--- src/rtl/sram_ctrl_pkg.sv ---
package sram_ctrl_pkg;

    localparam int ADDR_W = 19;
    localparam int DATA_W = 16;
    localparam int LANES  = 2;
    localparam int LANE_W = DATA_W / LANES;

    typedef enum logic [2:0] {
        ST_IDLE,
        ST_RD,
        ST_WSETUP,
        ST_WPULSE,
        ST_WHOLD,
        ST_DONE
    } ctl_state_e;

    typedef struct packed {
        logic              write;
        logic [ADDR_W-1:0] addr;
        logic [DATA_W-1:0] wdata;
        logic [LANES-1:0]  mask;
    } req_t;

    typedef struct packed {
        logic             ce1_n;
        logic             ce2;
        logic             we_n;
        logic             oe_n;
        logic [LANES-1:0] bsel_n;
        logic             drive;
    } pin_ctl_t;

    function automatic int ceil_div(input int num, input int den);
        return (num + den - 1) / den;
    endfunction

    function automatic logic [DATA_W-1:0] keep_lanes(input logic [DATA_W-1:0] data,
                                                     input logic [LANES-1:0]  mask);
        logic [DATA_W-1:0] res;
        for (int i = 0; i < LANES; i++)
            res[i*LANE_W +: LANE_W] = mask[i] ? data[i*LANE_W +: LANE_W] : '0;
        return res;
    endfunction

endpackage

--- src/rtl/sram_wait_timer.sv ---
module sram_wait_timer #(
    parameter int WAIT_CYC = 6
) (
    input  logic clk,
    input  logic rst,
    input  logic load,
    output logic last
);
    localparam int CW = $clog2(WAIT_CYC + 1);

    logic [CW-1:0] cnt;

    always_ff @(posedge clk) begin
        if (rst)
            cnt <= '0;
        else if (load)
            cnt <= CW'(WAIT_CYC - 1);
        else if (cnt != '0)
            cnt <= cnt - 1'b1;
    end

    assign last = (cnt == '0);

endmodule

--- src/rtl/sram_pin_map.sv ---
module sram_pin_map
    import sram_ctrl_pkg::*;
(
    input  ctl_state_e       state,
    input  logic [LANES-1:0] mask,
    output pin_ctl_t         pins
);
    logic active;

    always_comb begin
        active       = 1'b0;
        pins.ce1_n   = 1'b1;
        pins.ce2     = 1'b0;
        pins.we_n    = 1'b1;
        pins.oe_n    = 1'b1;
        pins.drive   = 1'b0;
        unique case (state)
            ST_RD: begin
                active    = 1'b1;
                pins.oe_n = 1'b0;
            end
            ST_WSETUP, ST_WHOLD: begin
                active     = 1'b1;
                pins.drive = 1'b1;
            end
            ST_WPULSE: begin
                active     = 1'b1;
                pins.we_n  = 1'b0;
                pins.drive = 1'b1;
            end
            default: active = 1'b0;
        endcase
        if (active) begin
            pins.ce1_n = 1'b0;
            pins.ce2   = 1'b1;
        end
    end

    for (genvar g = 0; g < LANES; g++) begin : g_lane
        assign pins.bsel_n[g] = !(active && mask[g]);
    end

endmodule

--- src/rtl/sram_byte_ctrl.sv ---
module sram_byte_ctrl
    import sram_ctrl_pkg::*;
#(
    parameter int ACCESS_NS = 55,
    parameter int CLK_NS    = 10
) (
    input  logic              clk,
    input  logic              rst,
    input  logic              req_valid,
    input  logic              req_write,
    input  logic [ADDR_W-1:0] req_addr,
    input  logic [DATA_W-1:0] req_wdata,
    input  logic [LANES-1:0]  req_mask,
    output logic              req_ready,
    output logic [DATA_W-1:0] rsp_rdata,
    output logic [ADDR_W-1:0] mem_addr,
    output logic              mem_ce1_n,
    output logic              mem_ce2,
    output logic              mem_we_n,
    output logic              mem_oe_n,
    output logic              mem_lb_n,
    output logic              mem_ub_n,
    output logic [DATA_W-1:0] mem_dq_out,
    output logic              mem_dq_oe,
    input  logic [DATA_W-1:0] mem_dq_in
);
    localparam int WAIT_CYC = ceil_div(ACCESS_NS, CLK_NS);

    ctl_state_e  state, state_nx;
    req_t        req_q;
    pin_ctl_t    pins;
    logic        accept, empty_mask, tmr_load, tmr_last;
    logic [DATA_W-1:0] rdata_q;

    assign accept     = (state == ST_IDLE) && req_valid;
    assign empty_mask = (req_mask == '0);
    assign tmr_load   = (accept && !empty_mask && !req_write) || (state == ST_WSETUP);

    sram_wait_timer #(.WAIT_CYC(WAIT_CYC)) i_timer (
        .clk  (clk),
        .rst  (rst),
        .load (tmr_load),
        .last (tmr_last)
    );

    always_comb begin
        state_nx = state;
        unique case (state)
            ST_IDLE:   if (req_valid)
                           state_nx = empty_mask ? ST_DONE : (req_write ? ST_WSETUP : ST_RD);
            ST_RD:     if (tmr_last) state_nx = ST_DONE;
            ST_WSETUP: state_nx = ST_WPULSE;
            ST_WPULSE: if (tmr_last) state_nx = ST_WHOLD;
            ST_WHOLD:  state_nx = ST_DONE;
            ST_DONE:   state_nx = ST_IDLE;
            default:   state_nx = ST_IDLE;
        endcase
    end

    always_ff @(posedge clk) begin
        if (rst) begin
            state   <= ST_IDLE;
            req_q   <= '0;
            rdata_q <= '0;
        end else begin
            state <= state_nx;
            if (accept) begin
                req_q.write <= req_write;
                req_q.addr  <= req_addr;
                req_q.wdata <= req_wdata;
                req_q.mask  <= req_mask;
                if (!req_write && empty_mask)
                    rdata_q <= '0;
            end
            if (state == ST_RD && tmr_last)
                rdata_q <= keep_lanes(mem_dq_in, req_q.mask);
        end
    end

    sram_pin_map i_pins (
        .state (state),
        .mask  (req_q.mask),
        .pins  (pins)
    );

    assign req_ready  = (state == ST_DONE);
    assign rsp_rdata  = rdata_q;
    assign mem_addr   = req_q.addr;
    assign mem_ce1_n  = pins.ce1_n;
    assign mem_ce2    = pins.ce2;
    assign mem_we_n   = pins.we_n;
    assign mem_oe_n   = pins.oe_n;
    assign mem_lb_n   = pins.bsel_n[0];
    assign mem_ub_n   = pins.bsel_n[1];
    assign mem_dq_out = req_q.wdata;
    assign mem_dq_oe  = pins.drive;

    a_r5_no_drive_with_oe: assert property (@(posedge clk) disable iff (rst)
        mem_dq_oe |-> mem_oe_n);

    a_r5_no_drive_desel: assert property (@(posedge clk) disable iff (rst)
        mem_dq_oe |-> (!mem_ce1_n && mem_ce2));

    a_r1_idle_deselected: assert property (@(posedge clk) disable iff (rst)
        (state == ST_IDLE) |-> (mem_ce1_n && !mem_ce2 && mem_we_n && mem_oe_n));

    a_r9_we_needs_select: assert property (@(posedge clk) disable iff (rst)
        !mem_we_n |-> (!mem_ce1_n && mem_ce2));

    a_r4_addr_stable_we: assert property (@(posedge clk) disable iff (rst)
        (!mem_we_n && !$past(rst)) |-> $stable(mem_addr));

    a_r2_read_we_high: assert property (@(posedge clk) disable iff (rst)
        !mem_oe_n |-> mem_we_n);

    a_r8_ready_one_cycle: assert property (@(posedge clk) disable iff (rst)
        req_ready |=> !req_ready);

    a_r7_empty_mask_fast: assert property (@(posedge clk) disable iff (rst)
        (accept && empty_mask) |=> (req_ready && mem_ce1_n));

endmodule

--- config.mk ---
export PLATFORM = sky130hd
export DESIGN_NAME = sram_byte_ctrl
export DESIGN_NICKNAME = d
export VERILOG_FILES = /design/src/rtl/sram_ctrl_pkg.sv /design/src/rtl/sram_wait_timer.sv /design/src/rtl/sram_pin_map.sv /design/src/rtl/sram_byte_ctrl.sv
export SDC_FILE = /design/constraint.sdc
export NUM_CORES = 1
export LEC_CHECK = 0
export ABC_AREA = 1
export BUFFER_PORTS_ARGS = -buffer_cell sky130_fd_sc_hd__buf_2
export CAP_MARGIN = 20
export CORE_MARGIN = 4
export CORE_UTILIZATION = 48
export DETAILED_ROUTE_END_ITERATION = 6
export GPL_TIMING_DRIVEN = 1
export PLACE_DENSITY = 0.85
export SYNTH_ARGS = -nofsm -noshare
export SYNTH_HDL_FRONTEND = slang
export SYNTH_HIERARCHICAL = 1
export SYNTH_SLANG_ARGS = --single-unit
--- constraint.sdc ---
create_clock -name clk -period 2.1 [get_ports clk]
set_input_delay 0.21 -clock clk [delete_from_list [all_inputs] [get_ports clk]]
set_output_delay 0.21 -clock clk [all_outputs]
set_load 0.01 [all_outputs]
==> run metrics <==
Peak Freq 0.559 GHz; Max Slew Vio Count 0; crit path time final 1790 ps; post-cts resize count 0; Ys Warns 6; origin of the worst min-delay path mem_dq_in[14]; Reg clk slew, reported paths roughly 80 ps; Vias per Instance 4.86; synthesized cell area around 2700 um^2; Final Power between 4000 and 5000 uW; post-layout net count about 490; WS Path Type reg2reg; area of the multi-input gates ~1100 um^2; DR vias roughly 2,500; die width about 84 um; area grow syn2layout 20.7%; met2 wire length around 3.1 mm; CTS Root Cell clkbuf_8; Net Count, Synth roughly 410; main area contributors after synthesis dfxtp_1, nand2_1, buf_4; Yosys top cell area share between 40% and 50%; met1 WL 2.71 mm; initial antenna violation count 1; clk_lat worst skew around 340 ps; CP cell instances inv_1 > ha_1 > ha_1 > inv_1 > nor2_1 > nand2_2 > nand2_2 > nand2_4 > nand2_1 > a21oi_1; Sw Pwr ~1700 uW; CP Launch Type register; CP max FO 16; met3 wire len about 570 um; TritonCTS buffer count 9; dpl hpwl 4.61 mm; Seq/Total Area, Yosys between 40% and 50%; fraction of layout cells with a size suffix above 1 about 40%; dpl ws 315 ps; FF-to-FF End rsp_rdata[1]; io pins 116; Post-DP Area roughly 3100 um^2; worst hold stages 3; vias in the first global route between 2,000 and 2,500; Final period util between 80% and 90%; Core Rows 27; Die Ht ~84 um; maximum VDD drop between 0.0005 and 0.0006 V; post-route setup slack a little over 300 ps; flops & latches, synth between 50 and 60; Hold Buf Count CTS 0; FF-to-FF Start i_timer/cnt[0]; post-route ant nets 0; CTS sink cnt 59; fill count 495; CP max stage cell dfxtp_1; final setup fails 0; first-pass GRT wire length 10.9 mm; Fin. Hold Viols 0; Synth cell types 22; initial core utilization 49.7%; area leader, netlist dfxtp_1; share of power burned in registers around a third; TritonCTS clock tree done; clock group share of total power a little over a quarter; Logic pwr share between 30% and 40%; remaining global-route overflow 0; Max Clock Skew roughly 13 ps; RSZ-0062 raised after global routing no; pwr/cell area 1300 nW/um^2; First-pass DRT Iterations 4; Syn Area/Cell 7.76 um^2; Hold Slack between 100 and 150 ps; Synth Instances 353; status finished clean; All-Layer GR Usage between 10% and 20%; CP endpoint kind register; max cap viols 0; Arrival @ worst endpoint roughly 2000 ps; Worst Reg-to-Reg Cells 10; Hold Crit Class in2reg; FF+latch area roughly 1200 um^2; max incr delay on CP about 360 ps; setup bufs post-CTS 0; Routed WL around 6.4 mm; Tightest Pin Transition approximately 380 ps; r2r setup slk between 300 and 400 ps; htree depth 3; largest net degree at the start of global routing 37; CORE AREA 5510 um^2; DIE AREA approximately 7000 um^2; Sw Ratio 39.5%; Int Pwr ~2600 uW; setup_tns 0 ps; routed len/inst between 10 and 15 um; max layer used met4; Static Leak about 0.0016 uW; port buffer count about 120; post-route cell area roughly 3300 um^2; hold endpoint rsp_rdata[14]; drc violations 0; clock tree buffer depth 2; Initial DRC Count roughly 100; Required @ worst endpoint ~2400 ps; GP Congestion roughly 0.86; Slew HR between 70% and 80%
## routing by layer
| metal | track usage (%) | up-vias |
|---|---|---|
| met5 | 0 | - |
| met4 | 6.58 | 0 |
| met3 | 6.91 | 8 |
| met2 | 31.6 | 103 |
| met1 | 22.3 | 1110 |
| li1 | - | 1253 |
## layout by cell type, fill, tap and decap left out, types with 6 or more instances in the layout
cell type and n:
a21oi_2 10, buf_2 115, buf_4 6, nand3_1 38, nand2_1 80, dfxtp_1 59
inv_1 19, clkbuf_8 9, nor2_1 11, a21oi_1 46, nand2_2 15
## layout make-up
cell class              instances  area share [%]
diodes                          1          0.0758
clock buffers                   9            3.75
clock inverters                 7            3.03
inverters                      22            2.50
multi-input cells             218            33.4
flip-flops and latches         59            35.8
well taps                      72            2.73
repair buffers                121            18.8
## power groups by stage
| stage | clock [uW] | combinational, uW | sequential [uW] |
|---|---|---|---|
| floorplan | 0 | 1430 | 1490 |
| global placement | 0 | 1630 | 1510 |
| detailed placement | 0 | 1670 | 1510 |
| CTS | 1190 | 1680 | 1490 |
| global route | 1240 | 1880 | 1530 |
| finish | 1160 | 1660 | 1500 |
## Yosys cell counts (all sizes together)
cell and number:
o31ai 1, nand3 40, ha 3, buf 48, a21oi 56, nor3 2
nor2 16, dfxtp 59, clkbuf 6, inv 22, o21ai 3, nand2 97
## kinds of logic (layout without fill, tap and decap cells)
logic type | after synthesis | count (layout) | share of synthesized area, %
buf+inv | 76 | 159 | 16.6
fa+ha+maj | 3 | 3 | 1.37
compound gates | 60 | 60 | 12.4
flops | 59 | 59 | 43.1
simple gates | 155 | 155 | 26.5
other cells | 0 | 1 | 0
## worst max-delay path, delay by kind of cell, from the launching register on
| kind | cells | cell delay (ps) |
|---|---|---|
| buf+inv | 2 | 150 |
| compound gates | 1 | 140 |
| flops | 1 | 360 |
| simple gates | 5 | 590 |
| fa+ha+maj | 2 | 470 |
## through the flow
stage | std cells | util [%]
2_1_floorplan | 353 | -
3_3_place_gp | 492 | 55.9
3_5_place_dp | 492 | 55.9
4_1_cts | 508 | 59.9
5_1_grt | 509 | 60.0
6_report | 509 | 60.0
## worst max path at each step
stage                               from            end  slack, ps  depth (start not counted)
after floorplan           i_timer/cnt[0]  rsp_rdata[10]        500                         11
after global placement    i_timer/cnt[0]  rsp_rdata[15]        440                         10
after detailed placement  i_timer/cnt[0]   rsp_rdata[1]        320                         10
after CTS                 i_timer/cnt[0]   rsp_rdata[1]        310                         10
after global routing      i_timer/cnt[0]   rsp_rdata[3]        190                         10
final                     i_timer/cnt[0]   rsp_rdata[1]        310                         10
## sequential cells by signal (all words and copies together) (netlist names)
name and count:
mem_dq_out 16, req_q 2, mem_addr 19, i_timer/cnt 3, rsp_rdata 16, state 3
Note: power is estimated with default switching activity, not from simulation.
